File: src/rtl/preload_seq_pkg.sv
package preload_seq_pkg;

  typedef enum logic [1:0] {
    SEQ_IDLE  = 2'd0,
    SEQ_CHECK = 2'd1,
    SEQ_PROBE = 2'd2
  } seqState_t;

  // Strobes from control to datapath.
  typedef struct packed {
    logic load;    // capture request, line index to zero
    logic step;    // move to the next line
    logic rewind;  // back to line zero for the tag pass
  } seqStrobe_t;

endpackage

File: src/rtl/preload_seq_datapath.sv
module preload_seq_datapath
  import preload_seq_pkg::*;
#(
  parameter int ADDR_W     = 16,
  parameter int LINE_BYTES = 16,  // power of two, at least 2
  parameter int LEN_W      = 8
) (
  input  logic              clk,
  input  logic              rstN,
  input  seqStrobe_t        strobe,
  input  logic [ADDR_W-1:0] reqAddr,
  input  logic [LEN_W-1:0]  reqLen,
  input  logic              reqLock,
  output logic [ADDR_W-1:0] curAddr,
  output logic              isLast,
  output logic              lockFlag
);
  localparam int OFF_W  = $clog2(LINE_BYTES);
  localparam int LINE_W = ADDR_W - OFF_W;
  localparam int SPAN_W = ((OFF_W > LEN_W) ? OFF_W : LEN_W) + 1;

  logic [SPAN_W-1:0] offExt, lenEff, span, lastNext;
  logic [LINE_W-1:0] baseLine, idxLine;
  logic [SPAN_W-1:0] lastIdx, idx;

  // Last line index of the byte range, with zero length treated as one byte.
  always_comb begin
    offExt   = SPAN_W'(reqAddr[OFF_W-1:0]);
    lenEff   = (reqLen == '0) ? SPAN_W'(1) : SPAN_W'(reqLen);
    span     = offExt + lenEff - SPAN_W'(1);
    lastNext = span >> OFF_W;
  end

  always_ff @(posedge clk) begin
    if (!rstN) begin
      baseLine <= '0;
      lastIdx  <= '0;
      idx      <= '0;
      lockFlag <= 1'b0;
    end else if (strobe.load) begin
      baseLine <= reqAddr[ADDR_W-1:OFF_W];
      lastIdx  <= lastNext;
      idx      <= '0;
      lockFlag <= reqLock;
    end else if (strobe.rewind) begin
      idx <= '0;
    end else if (strobe.step) begin
      idx <= idx + SPAN_W'(1);
    end
  end

  assign idxLine = LINE_W'(idx);
  assign curAddr = {baseLine + idxLine, {OFF_W{1'b0}}};
  assign isLast  = (idx == lastIdx);


  line_step_chk: assert property (@(posedge clk) disable iff (!rstN)
    strobe.step |=> curAddr == ADDR_W'($past(curAddr) + LINE_BYTES));


  strobe_excl_chk: assert property (@(posedge clk) disable iff (!rstN)
    $onehot0(strobe));

endmodule

File: src/rtl/preload_seq_ctrl.sv
module preload_seq_ctrl
  import preload_seq_pkg::*;
(
  input  logic       clk,
  input  logic       rstN,
  input  logic       reqValid,
  input  logic       cacheEnable,
  input  logic       reqNonCache,
  input  logic       isLast,
  input  logic       lockFlag,
  input  logic       conflictHit,
  input  logic       tagHit,
  output seqStrobe_t strobe,
  output logic       reqReady,
  output logic       reqRequeue,
  output logic       conflictValid,
  output logic       tagValid,
  output logic       lockValid,
  output logic       missValid,
  output logic       done
);
  seqState_t state, stateNext;

  always_comb begin
    stateNext     = state;
    strobe        = '0;
    reqReady      = 1'b0;
    reqRequeue    = 1'b0;
    conflictValid = 1'b0;
    tagValid      = 1'b0;
    lockValid     = 1'b0;
    missValid     = 1'b0;
    done          = 1'b0;
    unique case (state)
      SEQ_IDLE: begin
        reqReady = 1'b1;
        if (reqValid && cacheEnable && !reqNonCache) begin
          strobe.load = 1'b1;
          stateNext   = SEQ_CHECK;
        end
      end
      SEQ_CHECK: begin
        conflictValid = 1'b1;
        if (conflictHit) begin
          reqRequeue = 1'b1;
          stateNext  = SEQ_IDLE;
        end else if (isLast) begin
          strobe.rewind = 1'b1;
          stateNext     = SEQ_PROBE;
        end else begin
          strobe.step = 1'b1;
        end
      end
      SEQ_PROBE: begin
        tagValid  = 1'b1;
        lockValid = tagHit && lockFlag;
        missValid = !tagHit;
        if (isLast) begin
          done      = 1'b1;
          stateNext = SEQ_IDLE;
        end else begin
          strobe.step = 1'b1;
        end
      end
      default: stateNext = SEQ_IDLE;
    endcase
  end

  always_ff @(posedge clk) begin
    if (!rstN) state <= SEQ_IDLE;
    else       state <= stateNext;
  end


  probe_after_clean_chk: assert property (@(posedge clk) disable iff (!rstN)
    $rose(tagValid) |-> $past(conflictValid) && !$past(conflictHit));


  requeue_idle_chk: assert property (@(posedge clk) disable iff (!rstN)
    reqRequeue |=> reqReady && !tagValid);


  miss_no_lock_chk: assert property (@(posedge clk) disable iff (!rstN)
    missValid |-> !lockValid && tagValid);


  done_idle_chk: assert property (@(posedge clk) disable iff (!rstN)
    done |=> reqReady);

endmodule

File: src/rtl/preload_seq.sv
module preload_seq
  import preload_seq_pkg::*;
#(
  parameter int ADDR_W     = 16,
  parameter int LINE_BYTES = 16,
  parameter int LEN_W      = 8
) (
  input  logic              clk,
  input  logic              rstN,
  input  logic              cacheEnable,
  input  logic              reqValid,
  input  logic [ADDR_W-1:0] reqAddr,
  input  logic [LEN_W-1:0]  reqLen,
  input  logic              reqLock,
  input  logic              reqNonCache,
  output logic              reqReady,
  output logic              reqRequeue,
  output logic              conflictValid,
  output logic [ADDR_W-1:0] conflictAddr,
  input  logic              conflictHit,
  output logic              tagValid,
  output logic [ADDR_W-1:0] tagAddr,
  input  logic              tagHit,
  output logic              lockValid,
  output logic [ADDR_W-1:0] lockAddr,
  output logic              missValid,
  output logic [ADDR_W-1:0] missAddr,
  output logic              missLock,
  output logic              done
);
  seqStrobe_t        strobe;
  logic [ADDR_W-1:0] curAddr;
  logic              isLast, lockFlag;

  preload_seq_ctrl u_ctrl (
    .clk, .rstN, .reqValid, .cacheEnable, .reqNonCache,
    .isLast, .lockFlag, .conflictHit, .tagHit,
    .strobe, .reqReady, .reqRequeue, .conflictValid, .tagValid,
    .lockValid, .missValid, .done
  );

  preload_seq_datapath #(
    .ADDR_W(ADDR_W), .LINE_BYTES(LINE_BYTES), .LEN_W(LEN_W)
  ) u_dp (
    .clk, .rstN, .strobe, .reqAddr, .reqLen, .reqLock,
    .curAddr, .isLast, .lockFlag
  );

  assign conflictAddr = curAddr;
  assign tagAddr      = curAddr;
  assign lockAddr     = curAddr;
  assign missAddr     = curAddr;
  assign missLock     = lockFlag;


  busy_not_ready_chk: assert property (@(posedge clk) disable iff (!rstN)
    (conflictValid || tagValid) |-> !reqReady);

endmodule

File: config.mk
export PLATFORM = sky130hd
export DESIGN_NAME = preload_seq
export DESIGN_NICKNAME = d
export VERILOG_FILES = /design/src/rtl/preload_seq_pkg.sv /design/src/rtl/preload_seq_datapath.sv /design/src/rtl/preload_seq_ctrl.sv /design/src/rtl/preload_seq.sv
export SDC_FILE = /design/constraint.sdc
export NUM_CORES = 1
export LEC_CHECK = 0
export ABC_AREA = 1
export CORE_ASPECT_RATIO = 1.4
export CORE_MARGIN = 2
export CORE_UTILIZATION = 45
export DETAILED_ROUTE_END_ITERATION = 8
export DONT_BUFFER_PORTS = 1
export PLACE_DENSITY = 0.63
export REMOVE_ABC_BUFFERS = 1
export SLEW_MARGIN = 10
export SYNTH_ARGS = -nofsm -noshare
export SYNTH_HDL_FRONTEND = slang
export SYNTH_HIERARCHICAL = 1
export SYNTH_SLANG_ARGS = --single-unit
export TNS_END_PERCENT = 5
File: constraint.sdc
create_clock -name clk -period 2.2 [get_ports clk]
set_input_delay 0.22 -clock clk [delete_from_list [all_inputs] [get_ports clk]]
set_output_delay 0.22 -clock clk [all_outputs]
set_load 0.01 [all_outputs]
==> impl_results.md <==
* Critical Path AT at 1.87 ns
* Port Buffers at 0
* R2r worst-path depth at 11
* Number of core rows at 32
* Initial antenna violation count at 0
* Pwr/cell area at 493 nW/um^2
* First-pass GRT wire length at 8.20 mm
* Syn Std Cell Area at 2600 sq um
* Outcome: complete, no violations
* CP cell instances: ha_2 > fa_2 > nand3_2 > o2111ai_2 > xor2_1 > buf_4
* Pre-antenna DRT Iters at 4
* Setup CP Type: flip-flop to output pin
* Post-Route Utilization at 0.471
* Mapped Avg Cell Area at 6.89 sq um
* Post-Place Cells at 404
* Slew HR at 0.640
* Inserted Clock Buffers at 5
* Final Max Tran Viols at 0
* Fin crit share at 0.949
* Minimum clock period at 2.09 ns
* Commonest non-fill, non-tap cell in the layout: nand2_1
* Non-Filler Instances at 412
* Max-Cap Viols at 0
* CP max stage delay at 0.44 ns
* Initial DRC Count at 61
* Endpoints failing setup at 0
* H-tree depth at 2
* Worst setup SP type: flip-flop
* Die Span X at 68.2 um
* Setup repair after global routing missed its margin: yes
* Final antenna-violating net count at 0
* Routed vias/inst at 4.98
* Die H at 93.9 um
* DRC viols at 0
* Synth cell types at 33
* Fin Setup TNS at 0 ns
* P&R area growth vs syn at 0.241%
* Total power at 1.28 mW
* Ant. Diodes at 0
* Crit path max fanout at 6
* GPL Wtd Cong at 0.810
* Commonest non-fill, non-tap cells in the layout: 58 x nand2_1, 54 x nor2_1, 48 x inv_1, 25 x dfxtp_1, 17 x ha_1
* Die area at 6400 sq um
* Clock Skew at 0.00549 ns
* Via count at 2052
* Fill cell total of the finished layout at 567
* IO Pins at 104
* Yosys warns at 6
* WP data required at 1.98 ns
* Hold path endpoint: u_dp/baseLine[6]
* Max VDD drop at 0.200 mV
* Post-synthesis sequential area ratio at 0.224
* Fmax at 479 MHz
* WHS Path Cells at 2
* Reg clk slew, reported paths at 0.06 ns
* Crit. End Element: output pin
* Total core area at 5530 sq um
* Initial Util at 0.470
* Share of cells above drive strength 1 at 0.198
* Critical Path Source: u_dp/idx[0]
* Clk sinks at 29
* Routed WL at 5.22 mm
* Number of synthesized register bits at 29
* Final hold viol count at 0
* TritonCTS clock tree: yes
* Reg2reg setup slack at 0.20 ns
* Post-Synthesis Cells at 377
* WL per Instance at 12.7 um
* Highest-delay cell along the critical path: fa_2
* Largest net degree at the start of global routing at 17
* Hold-fix buffers, CTS at 0
* Worst Hold Class: primary input to flip-flop
* RR Endpoint: u_dp/idx[6]
* Final net count at 401
* Slew @ Worst Pin at 0.539 ns
* Lkg Pwr at 1.26 nW
* Vias in the first global route at 1950
* Crit Reg-Reg Startpoint: u_dp/idx[4]
* Overall routing resource usage at 0.170
* Clock root buffer master: clkbuf_8
* Clock Latency Late Sink at 0.28 ns
* Post-DP HPWL at 4.16 mm
* GRT overflow at 0
* Deepest clock path buffer count at 2
* HP Start: rstN
==> cells in the mapped netlist <==
cell type  instances  share of area
nor3b_1            1         0.0029
nand3_2            5          0.019
nor2_1            56          0.081
o211ai_1           2         0.0058
nor3_1             2         0.0039
clkinv_1           1         0.0014
a21o_1             2         0.0058
ha_1              24           0.12
a31oi_2            1         0.0048
inv_2              4         0.0058
o21ai_1            2         0.0039
inv_1             48          0.069
o21bai_1           1         0.0029
nor2_2             4         0.0096
o21ai_2            2         0.0067
nand3_1           15          0.029
o21ai_0           16          0.031
a21oi_1           15          0.029
nand2_1           59          0.085
nand2_2            7          0.017
xor2_1            10          0.034
nor3_4             1         0.0063
nor4_1             2         0.0048
fa_1               1         0.0077
conb_1             1         0.0014
a2111oi_2          1         0.0058
a21oi_2            3          0.010
clkbuf_1           4         0.0058
dfxtp_1           29           0.22
xnor2_1            3          0.010
buf_4             52           0.15
mux2i_1            1         0.0039
o2111ai_1          2         0.0067
==> worst max-delay path: cells and delay by family, from the launching register on <==
kind,cells,cell delay (ns)
adder cells (fa/ha/maj),2,0.63
flip-flops,1,0.35
buffers and inverters,1,0.20
XOR/XNOR,1,0.16
AO/OA/AOI/OAI,1,0.14
AND/OR/NAND/NOR,1,0.10
==> per-stage QoR <==
| stage | setup slack, ns | hold slack (ns) | cell area, sq um |
|---|---|---|---|
| global route | -0.0335 | 0.0707 | 2600 |
| detailed placement | 0.110 | 0.365 | 2380 |
| CTS | 0.0237 | 0.0586 | 2470 |
| floorplan | 0.0850 | 0.355 | 2200 |
| finish | 0.112 | 0.0650 | 2600 |
| global placement | 0.148 | 0.359 | 2380 |
==> where the power goes <==
part	total (mW)	internal, mW	switching [mW]	leakage (nW)
combinational	0.279	0.0989	0.180	0.983
sequential	0.560	0.544	0.0160	0.238
clock	0.443	0.248	0.195	0.0443
==> state kept, by name, summed over array words and instances, names as in the netlist <==
name           cells
u_dp/idx           9
u_dp/lockFlag      1
u_dp/lastIdx       5
u_ctrl/state       2
u_dp/baseLine     12
==> routing by layer <==
layer / part of all wire / GRT usage / wire length (um)
met1: 0.37 / 0.153 / 1920
met2: 0.55 / 0.331 / 2850
met3: 0.056 / 0.0360 / 293
met4: 0.029 / 0.0933 / 152
met5: 0 / 0 / 0
==> cells by family (layout without fill, tap and decap cells) <==
| family | count (synthesis) | count (layout) | share of synthesized area |
|---|---|---|---|
| adders and majority gates | 25 | 25 | 0.123 |
| and+or+nand+nor | 152 | 152 | 0.259 |
| other | 1 | 4 | 0.00144 |
| xor gates and xnor gates | 13 | 13 | 0.0439 |
| DFF | 29 | 29 | 0.224 |
| AOI/OAI and AO/OA | 47 | 47 | 0.112 |
| muxes | 1 | 1 | 0.00386 |
| buffers and inverters | 109 | 73 | 0.233 |
==> what timing repair did <==
action	in CTS	in global routing
setup buffers	0	1
setup endpoints to repair	16	32
gates cloned	0	0
gates resized for setup	3	24
pin swaps	0	1
==> cell type report <==
class | count | area [sq um] | area share
Multi-Input combinational cell | 242 | 1550 | 0.595
Sequential cell | 29 | 586 | 0.225
Inverter | 53 | 199 | 0.0764
Timing Repair Buffer | 13 | 97.6 | 0.0375
Clock buffer | 7 | 86.3 | 0.0332
Tap cell | 68 | 85.1 | 0.0327
==> worst max-delay path by stage <==
stage,endpoint,slack [ns],depth (start not counted)
4_1_cts,tagAddr[14],0.02,7
5_1_grt,missAddr[12],-0.03,7
6_report,tagAddr[14],0.11,6
2_1_floorplan,conflictAddr[12],0.09,5
3_3_place_gp,u_dp/idx[6],0.15,11
3_5_place_dp,u_dp/idx[6],0.11,11
(Power assumes the default switching activity.)
